**config.mk**
```make
export PLATFORM = sky130hd
export DESIGN_NAME = exc_vector_unit
export DESIGN_NICKNAME = d
export VERILOG_FILES = /design/src/rtl/exc_vu_pkg.sv /design/src/rtl/exc_vu_pending.sv /design/src/rtl/exc_vu_select.sv /design/src/rtl/exc_vu_frame.sv /design/src/rtl/exc_vector_unit.sv
export SDC_FILE = /design/constraint.sdc
export NUM_CORES = 1
export LEC_CHECK = 0
export BUFFER_PORTS_ARGS = -buffer_cell sky130_fd_sc_hd__buf_2
export CORE_MARGIN = 1
export CORE_UTILIZATION = 45
export DETAILED_ROUTE_END_ITERATION = 6
export PLACE_DENSITY_LB_ADDON = 0.1
export SLEW_MARGIN = 30
export SYNTH_ARGS = -nofsm -noshare
export SYNTH_HDL_FRONTEND = slang
export SYNTH_SLANG_ARGS = --single-unit
```
**constraint.sdc**
```tcl
create_clock -name clk -period 1.39 [get_ports clk]
set_input_delay 0.0695 -clock clk [delete_from_list [all_inputs] [get_ports clk]]
set_output_delay 0.0695 -clock clk [all_outputs]
set_load 0.01 [all_outputs]
```
**src/rtl/exc_vu_pkg.sv**
```systemverilog
package exc_vu_pkg;
   localparam int unsigned PEND_W = 5;
   localparam int unsigned PB_POR = 0;
   localparam int unsigned PB_RST = 1;
   localparam int unsigned PB_IRQ = 2;
   localparam int unsigned PB_NMI = 3;
   localparam int unsigned PB_ABT = 4;

   typedef enum logic [2:0] {
      SRC_RESET = 3'd0,
      SRC_ABORT = 3'd1,
      SRC_NMI   = 3'd2,
      SRC_IRQ   = 3'd3,
      SRC_BRK   = 3'd4,
      SRC_COP   = 3'd5
   } src_e;
endpackage

```
**src/rtl/exc_vu_pending.sv**
```systemverilog
module exc_vu_pending
   import exc_vu_pkg::*;
#(
   parameter bit NMI_EDGE = 1'b1
) (
   input  logic              clk,
   input  logic              rst_n,
   input  logic              por_i,
   input  logic              rst_i,
   input  logic              irq_i,
   input  logic              nmi_i,
   input  logic              abort_i,
   input  logic [PEND_W-1:0] clr_i,
   output logic [PEND_W-1:0] pend_o
);
   logic nmi_set;

   generate
      if (NMI_EDGE) begin : g_nmi_edge
         logic nmi_q;
         always_ff @(posedge clk) begin
            if (!rst_n) nmi_q <= 1'b0;
            else        nmi_q <= nmi_i;
         end
         assign nmi_set = nmi_i & ~nmi_q;
      end else begin : g_nmi_level
         assign nmi_set = nmi_i;
      end
   endgenerate

   always_ff @(posedge clk) begin
      if (!rst_n) begin
         pend_o <= '0;
      end else begin
         pend_o[PB_POR] <= (pend_o[PB_POR] & ~clr_i[PB_POR]) | por_i;
         pend_o[PB_RST] <= (pend_o[PB_RST] & ~clr_i[PB_RST]) | rst_i;
         pend_o[PB_ABT] <= (pend_o[PB_ABT] & ~clr_i[PB_ABT]) | abort_i;
         pend_o[PB_NMI] <= (pend_o[PB_NMI] & ~clr_i[PB_NMI]) | nmi_set;
         pend_o[PB_IRQ] <= irq_i & ~clr_i[PB_IRQ];
      end
   end
endmodule

```
**src/rtl/exc_vu_select.sv**
```systemverilog
module exc_vu_select
   import exc_vu_pkg::*;
#(
   parameter int unsigned       VEC_W      = 16,
   parameter logic [VEC_W-1:0]  V_RESET    = 16'hFFFC,
   parameter logic [VEC_W-1:0]  V_ABORT    = 16'hFFF8,
   parameter logic [VEC_W-1:0]  V_NMI      = 16'hFFFA,
   parameter logic [VEC_W-1:0]  V_IRQ      = 16'hFFFE,
   parameter logic [VEC_W-1:0]  V_BRK_EMU  = 16'hFFFE,
   parameter logic [VEC_W-1:0]  V_BRK_NAT  = 16'hFFF6,
   parameter logic [VEC_W-1:0]  V_COP      = 16'hFFF4
) (
   input  logic [PEND_W-1:0] honour_i,
   input  logic              emu_i,
   input  logic              sw_cop_i,
   output src_e              src_o,
   output logic [VEC_W-1:0]  vec_o,
   output logic [PEND_W-1:0] clr_o
);
   always_comb begin
      clr_o = '0;
      if (honour_i[PB_POR] | honour_i[PB_RST]) begin
         src_o = SRC_RESET;
         clr_o[PB_POR] = 1'b1;
         clr_o[PB_RST] = 1'b1;
      end else if (honour_i[PB_ABT]) begin
         src_o = SRC_ABORT;
         clr_o[PB_ABT] = 1'b1;
      end else if (honour_i[PB_NMI]) begin
         src_o = SRC_NMI;
         clr_o[PB_NMI] = 1'b1;
      end else if (honour_i[PB_IRQ]) begin
         src_o = SRC_IRQ;
         clr_o[PB_IRQ] = 1'b1;
      end else begin
         src_o = sw_cop_i ? SRC_COP : SRC_BRK;
      end
   end

   always_comb begin
      unique case (src_o)
         SRC_RESET: vec_o = V_RESET;
         SRC_ABORT: vec_o = V_ABORT;
         SRC_NMI:   vec_o = V_NMI;
         SRC_IRQ:   vec_o = V_IRQ;
         SRC_BRK:   vec_o = emu_i ? V_BRK_EMU : V_BRK_NAT;
         default:   vec_o = V_COP;
      endcase
   end
endmodule

```
**src/rtl/exc_vu_frame.sv**
```systemverilog
module exc_vu_frame
   import exc_vu_pkg::*;
#(
   parameter int unsigned PC_W    = 16,
   parameter int unsigned BANK_W  = 8,
   parameter int unsigned FLAG_W  = 8,
   parameter int unsigned BRK_BIT = 4,
   localparam int unsigned FRAME_W = BANK_W + PC_W + FLAG_W,
   localparam int unsigned NAT_LEN = FRAME_W / 8,
   localparam int unsigned EMU_LEN = (PC_W + FLAG_W) / 8,
   localparam int unsigned LEN_W   = $clog2(NAT_LEN + 1)
) (
   input  src_e               src_i,
   input  logic               emu_i,
   input  logic [PC_W-1:0]    pc_i,
   input  logic [BANK_W-1:0]  pbank_i,
   input  logic [FLAG_W-1:0]  flags_i,
   output logic [FRAME_W-1:0] frame_o,
   output logic [LEN_W-1:0]   len_o,
   output logic [BANK_W-1:0]  pbank_o
);
   logic [FLAG_W-1:0] emu_flags;

   always_comb begin
      emu_flags          = flags_i;
      emu_flags[BRK_BIT] = (src_i == SRC_BRK);
   end

   always_comb begin
      if (emu_i) begin
         frame_o = {{BANK_W{1'b0}}, pc_i, emu_flags};
         len_o   = LEN_W'(EMU_LEN);
         pbank_o = pbank_i;
      end else begin
         frame_o = {pbank_i, pc_i, flags_i};
         len_o   = LEN_W'(NAT_LEN);
         pbank_o = '0;
      end
   end
endmodule

```
**src/rtl/exc_vector_unit.sv**
```systemverilog
module exc_vector_unit
   import exc_vu_pkg::*;
#(
   parameter int unsigned PC_W     = 16,
   parameter int unsigned BANK_W   = 8,
   parameter int unsigned FLAG_W   = 8,
   parameter int unsigned BRK_BIT  = 4,
   parameter bit          NMI_EDGE = 1'b1,
   localparam int unsigned FRAME_W = BANK_W + PC_W + FLAG_W,
   localparam int unsigned LEN_W   = $clog2(FRAME_W / 8 + 1)
) (
   input  logic               clk,
   input  logic               rst_n,
   input  logic               por_req_i,
   input  logic               rst_req_i,
   input  logic               nmi_req_i,
   input  logic               irq_req_i,
   input  logic               abort_req_i,
   input  logic               idis_i,
   input  logic               emu_i,
   input  logic [PC_W-1:0]    pc_i,
   input  logic [BANK_W-1:0]  pbank_i,
   input  logic [FLAG_W-1:0]  flags_i,
   input  logic               sw_cop_i,
   input  logic               enter_i,
   output logic [PEND_W-1:0]  pending_o,
   output logic [PEND_W-1:0]  honour_o,
   output logic               done_o,
   output logic [2:0]         src_o,
   output logic [PC_W-1:0]    vector_o,
   output logic [FRAME_W-1:0] frame_o,
   output logic [LEN_W-1:0]   frame_len_o,
   output logic [BANK_W-1:0]  pbank_o,
   output logic               idis_o
);
   generate
      if ((PC_W % 8) != 0 || (BANK_W % 8) != 0 || (FLAG_W % 8) != 0) begin : g_bad_width
         $error("exc_vector_unit: register widths must be whole bytes");
      end
      if (BRK_BIT >= FLAG_W) begin : g_bad_brk
         $error("exc_vector_unit: BRK_BIT outside flag byte");
      end
   endgenerate

   logic [PEND_W-1:0]  clr_sel, clr_app;
   src_e               sel_src;
   logic [PC_W-1:0]    sel_vec;
   logic [FRAME_W-1:0] sel_frame;
   logic [LEN_W-1:0]   sel_len;
   logic [BANK_W-1:0]  sel_pbank;

   assign clr_app = enter_i ? clr_sel : '0;

   exc_vu_pending #(.NMI_EDGE(NMI_EDGE)) u_pend (
      .clk     (clk),
      .rst_n   (rst_n),
      .por_i   (por_req_i),
      .rst_i   (rst_req_i),
      .irq_i   (irq_req_i),
      .nmi_i   (nmi_req_i),
      .abort_i (abort_req_i),
      .clr_i   (clr_app),
      .pend_o  (pending_o)
   );

   always_comb begin
      honour_o         = pending_o;
      honour_o[PB_IRQ] = pending_o[PB_IRQ] & ~idis_i;
   end

   exc_vu_select #(.VEC_W(PC_W)) u_sel (
      .honour_i (honour_o),
      .emu_i    (emu_i),
      .sw_cop_i (sw_cop_i),
      .src_o    (sel_src),
      .vec_o    (sel_vec),
      .clr_o    (clr_sel)
   );

   exc_vu_frame #(
      .PC_W    (PC_W),
      .BANK_W  (BANK_W),
      .FLAG_W  (FLAG_W),
      .BRK_BIT (BRK_BIT)
   ) u_frame (
      .src_i   (sel_src),
      .emu_i   (emu_i),
      .pc_i    (pc_i),
      .pbank_i (pbank_i),
      .flags_i (flags_i),
      .frame_o (sel_frame),
      .len_o   (sel_len),
      .pbank_o (sel_pbank)
   );

   always_ff @(posedge clk) begin
      if (!rst_n) begin
         done_o      <= 1'b0;
         src_o       <= '0;
         vector_o    <= '0;
         frame_o     <= '0;
         frame_len_o <= '0;
         pbank_o     <= '0;
         idis_o      <= 1'b0;
      end else begin
         done_o <= enter_i;
         if (enter_i) begin
            src_o       <= sel_src;
            vector_o    <= sel_vec;
            frame_o     <= sel_frame;
            frame_len_o <= sel_len;
            pbank_o     <= sel_pbank;
            idis_o      <= 1'b1;
         end
      end
   end
endmodule

```
== Yosys cells after proc, flatten, opt, wreduce, memory -nomap -nowiden ==
Index checks and enable logic that the tools add are counted.

* Flip-flop bits (word level): 70
* Bits in latches: 0
* Memory bits (writable): 0
* Memory bits (read-only): 0
* Input bits: 43
* Output and inout bits: 74
* Logic and storage cells: 51
* Memories: 0

* $add $sub $neg: 0
* Multiply operators: 0
* Divide/modulo/power cells: 0
* $lt $le $gt $ge: 0
* Equal/unequal tests: 4
* Shift-type cells: 0
* Multiplexer cells: 18
* Bitwise operators: 19
* Reduce and logical (&&, ||, !) cells: 1

{| class="wikitable"
|+ Operators by type and width
! kind !! number
|-
| $pmux W16 S5 || 1
|-
| $mux W32 || 1
|-
| $mux W3 || 6
|-
| $mux W8 || 1
|-
| $and A1 B1 Y1 || 7
|-
| $not A1 Y1 || 7
|-
| $eq A3 B2 Y1 const B || 2
|-
| $mux W1 || 5
|-
| $mux W5 || 1
|-
| $or A1 B1 Y1 || 5
|-
| $mux W2 || 2
|-
| $mux W4 || 1
|-
| $eq A3 B1 Y1 const B || 1
|-
| $eq A3 B3 Y1 const B || 1
|-
| $logic_not A3 Y1 || 1
|}

== Longest topological paths before layout ==
* Depth after elaboration: 10
* Mapped depth: 5

== Hierarchy ==
Synthesis repeated with hierarchy kept, for this count alone.

* Cell total of the unflattened synthesis: 309
* Area, all modules: 3208.1 µm²

{| class="wikitable"
|+ By module, submodules not included
! module !! instances !! cells each !! area an instance (µm²)
|-
| exc_vector_unit || 1 || 215 || 2472.4
|-
| exc_vu_frame || 1 || 45 || 325.3
|-
| exc_vu_select || 1 || 32 || 211.5
|-
| exc_vu_pending || 1 || 17 || 198.9
|}

== Least setup slack after synthesis ==
No wires, ideal clock.

* Path kind: register to register
* Start: register u_pend.pend_o[0]
* End: register u_pend.pend_o[2]
* Setup time: 0.122 ns
* Arrival time: 1.216 ns
* Data required time: 1.268 ns
* Setup slack: 0.052 ns
* Stages on the path, launching flop included: 3
* Path buffers: 0
* Clock period less this slack: 1.338 ns
* Cells stage by stage: dfxtp_1 -> or4b_4 -> o311a_1

* Word-level cells in the longest chain between the ends: 5

{| class="wikitable"
|+ RTL lines
! what !! line !! RTL
|-
| from (decl) || exc_vu_pending.sv:14 || <nowiki>output logic [PEND_W-1:0] pend_o</nowiki>
|-
| from (signal, indexed assignment) || exc_vu_pending.sv:35 || <nowiki>pend_o[PB_POR] <= (pend_o[PB_POR] & ~clr_i[PB_POR]) | por_i;</nowiki>
|-
| from (signal, indexed assignment) || exc_vu_pending.sv:36 || <nowiki>pend_o[PB_RST] <= (pend_o[PB_RST] & ~clr_i[PB_RST]) | rst_i;</nowiki>
|-
| from (signal, indexed assignment) || exc_vu_pending.sv:37 || <nowiki>pend_o[PB_ABT] <= (pend_o[PB_ABT] & ~clr_i[PB_ABT]) | abort_i;</nowiki>
|-
| $or A1 B1 Y1 || exc_vu_select.sv:22 || <nowiki>if (honour_i[PB_POR] | honour_i[PB_RST]) begin</nowiki>
|-
| $mux W3 || exc_vu_select.sv:22 ||
|-
| $mux W5 || exc_vector_unit.sv:52 || <nowiki>assign clr_app = enter_i ? clr_sel : '0;</nowiki>
|-
| $not A1 Y1 || exc_vu_pending.sv:39 || <nowiki>pend_o[PB_IRQ] <= irq_i & ~clr_i[PB_IRQ];</nowiki>
|-
| $and A1 B1 Y1 || exc_vu_pending.sv:39 ||
|}

Every way passes these cells.
A chain may end at the register's enable or synchronous reset.

== Final worst setup path ==
Same ends and word-level chain as after synthesis.

==> metrics.txt <==
status completed; Synth Warn # 0; Setup Crit Path Kind reg2reg; f_max 0.771 GHz; final WL 4770 um; CTS tree done; RSZ-0062 raised after global routing false; area grow syn2layout 31.5%; Final Non-Filler Cells slightly above 400; Initial Util a little under half; Slew @ Worst Pin ~0.63 ns; critical path's top delay family simple AND/OR/NAND/NOR gates; HP Start pc_i[2]; compound-gate portion of the synthesized area under 10%; Crit. Startpoint u_pend.pend_o[0]$_SDFF_PN0_; sequential cell area roughly 1100 um2; post-synthesis async set-or-reset flop share 0%; most frequent cells in the layout buf_2, nor2b_1, dfxtp_1, mux2i_1, a21oi_1; xor/xnor share of the synthesized area 0%; crit-path cells or4b_4, o311a_1; post-route cell area 3010 um2; fin crit period about 1.3 ns; vias in the first global route approximately 1700; Overflow after GRT 0; CP Launch Type flip-flop; clk_lat worst skew around 0.30 ns; Worst Skew between 0.0015 and 0.002 ns; top cells by area, synth dfxtp_1, nor2b_1, mux2i_1; Antenna diodes 0; first-pass GRT wire length 7520 um; die area around 5400 um2; Core Region 4820 um2; final setup fails 0; Yosys top cell area share 49.0%; combinational family with the most area after synthesis simple AND/OR/NAND/NOR gates; Setup Buffers After CTS 0; H-tree depth 2; Crit path required time around 1.6 ns; fin crit share between 90% and 100%; GP Congestion 0.735; Final Power around 3.4 mW; Post-Synth Adder-Cell Area 0%; gr usage total a little under a fifth; crit path max fanout 5; hold path depth 3; worst path bufs/invs 0; EDFF count, synth 0; CP max-delay cell or4b_4; multi-input logic area roughly 960 um2; pre-CTS WS between 0.1 and 0.15 ns; Vias/cell ~4.6; register area share after synthesis between 40 and 50%; Max Transition Viols Final 0; initial antenna violation count 0; row count 25; clock-pin slew on the worst setup and hold paths about 0.090 ns; Placed Area roughly 2800 um2; CTS Buffer Depth 2; worst reg2reg startpoint u_pend.pend_o[0]$_SDFF_PN0_; Fill cells 450; largest net degree at the start of global routing 23; Syn Std Cell Area around 2300 um2; Unique masters post-synth 26; sum of negative setup slack 0 ns; total clock sinks 56; commonest non-fill, non-tap cell in the layout buf_2; ys flop type dfxtp_1; CTS Buf Count 5; syn_area_per_cell slightly below 10 um2; Fin. Hold Viols 0; share of layout cells above drive strength 1 around two fifths; post-synthesis net count approximately 280; clk root buf clkbuf_8; cell count after placement 394; leak pwr between 1 and 1.5 nW; synthesized netlist cell count around 230; Post-Synth Simple-Gate Area a little under a quarter; reg2reg path depth 2; nets about 380; Die X-Extent between 70 and 80 um; Hold Crit Class in2reg; port bufs between 100 and 150; Detailed Place HPWL about 3500 um; Routed WL per cell around 12 um; vias post-DR around 1900; crit path DAT roughly 1.5 ns; Setup crit end kind flip-flop; reg2reg end u_pend.pend_o[2]$_SDFF_PN0_; VDD IR-drop max 0.650 mV; drt pass-1 iters 4; pwr/cell area 1120 nW/um2; reg2reg setup slack slightly above 0.09 ns; cell taking the most area after synthesis dfxtp_1; antenna viol nets, final 0; worst setup margin slightly above 0.09 ns; Hold EP frame_o[10]$_SDFFE_PN0P_; post-synthesis register bit count between 50 and 60; Worst slew margin slightly below 60%; Die Ht ~73 um; biggest cell delay along the critical path approximately 0.57 ns; max-capacitance violation count 0; post-synthesis mux area share between 10% and 20%; DR DRC count 0; iteration-0 DRC count of the detailed router 76; top-level port count between 100 and 150
area by class of cell:
cell class / instances / area share (%)
inverters: 2 / 0.249
multi-input cells: 143 / 32.0
repair buffers: 131 / 23.5
clock buffers: 7 / 3.20
well taps: 67 / 2.78
flip-flops and latches: 56 / 37.2
clock inverters: 1 / 0.997
cell families after synthesis:
logic type,Yosys count
flip-flops,56
buffers and inverters,34
AND/OR/NAND/NOR,82
other,1
AO/OA/AOI/OAI,37
multiplexers,23
worst register-to-register path, cell delays in order (launching register included):
cell     delay [ns]
dfxtp_1        0.32
or4b_4         0.57
o311a_1        0.30
worst max-delay path by stage:
stage / slack (ns) / depth (start not counted) / endpoint
after detailed placement: 0.10 / 2 / u_pend.pend_o[2]$_SDFF_PN0_
after floorplan: 0.05 / 2 / u_pend.pend_o[2]$_SDFF_PN0_
after global placement: 0.12 / 2 / u_pend.pend_o[2]$_SDFF_PN0_
final: 0.09 / 2 / u_pend.pend_o[2]$_SDFF_PN0_
after global routing: 0.06 / 2 / u_pend.pend_o[2]$_SDFF_PN0_
after CTS: 0.09 / 2 / u_pend.pend_o[2]$_SDFF_PN0_
per-stage QoR:
step | hold WS, ns | util [%]
3_5_place_dp | 0.291 | 58.9
3_3_place_gp | 0.286 | 58.9
5_1_grt | 0.0138 | 62.5
4_1_cts | 0.00543 | 62.5
6_report | 0.0181 | 62.5
2_1_floorplan | 0.191 | -
layer usage:
metal | vias up | global-route usage [%] | routed length, um
li1 | 960 | - | -
met1 | 847 | 21.2 | 2160
met2 | 69 | 31.4 | 2210
met3 | 4 | 6.17 | 357
met4 | 0 | 6.41 | 36
met5 | - | 0 | 0
power by group:
group,internal [mW],switching [mW],total (mW)
sequential,1.69,0.0451,1.74
combinational,0.259,0.259,0.518
clock,0.636,0.491,1.13
cell usage after synthesis, types with 2 or more instances:
| cell | instances |
|---|---|
| o21a_1 | 7 |
| nor2b_1 | 64 |
| a31oi_1 | 2 |
| a21oi_1 | 21 |
| nor3_1 | 2 |
| nor2_1 | 3 |
| and2_1 | 3 |
| o21ai_0 | 5 |
| inv_1 | 2 |
| mux2i_1 | 23 |
| clkbuf_1 | 7 |
| buf_2 | 7 |
| buf_4 | 18 |
| nand2b_1 | 2 |
| dfxtp_1 | 56 |
what timing repair did:
action	in CTS	in global routing
endpoints found under the hold margin	5	0
gates resized for setup	0	0
hold buffers	5	0
flip-flops by register name, summed over array words and instances, names as in the netlist:
signal,flops
u_pend.pend_o,5
src_o,3
done_o,1
vector_o,4
u_pend.g_nmi_edge.nmi_q,1
frame_o,32
pbank_o,8
frame_len_o,2
Power figures use the tool's default switching activity.
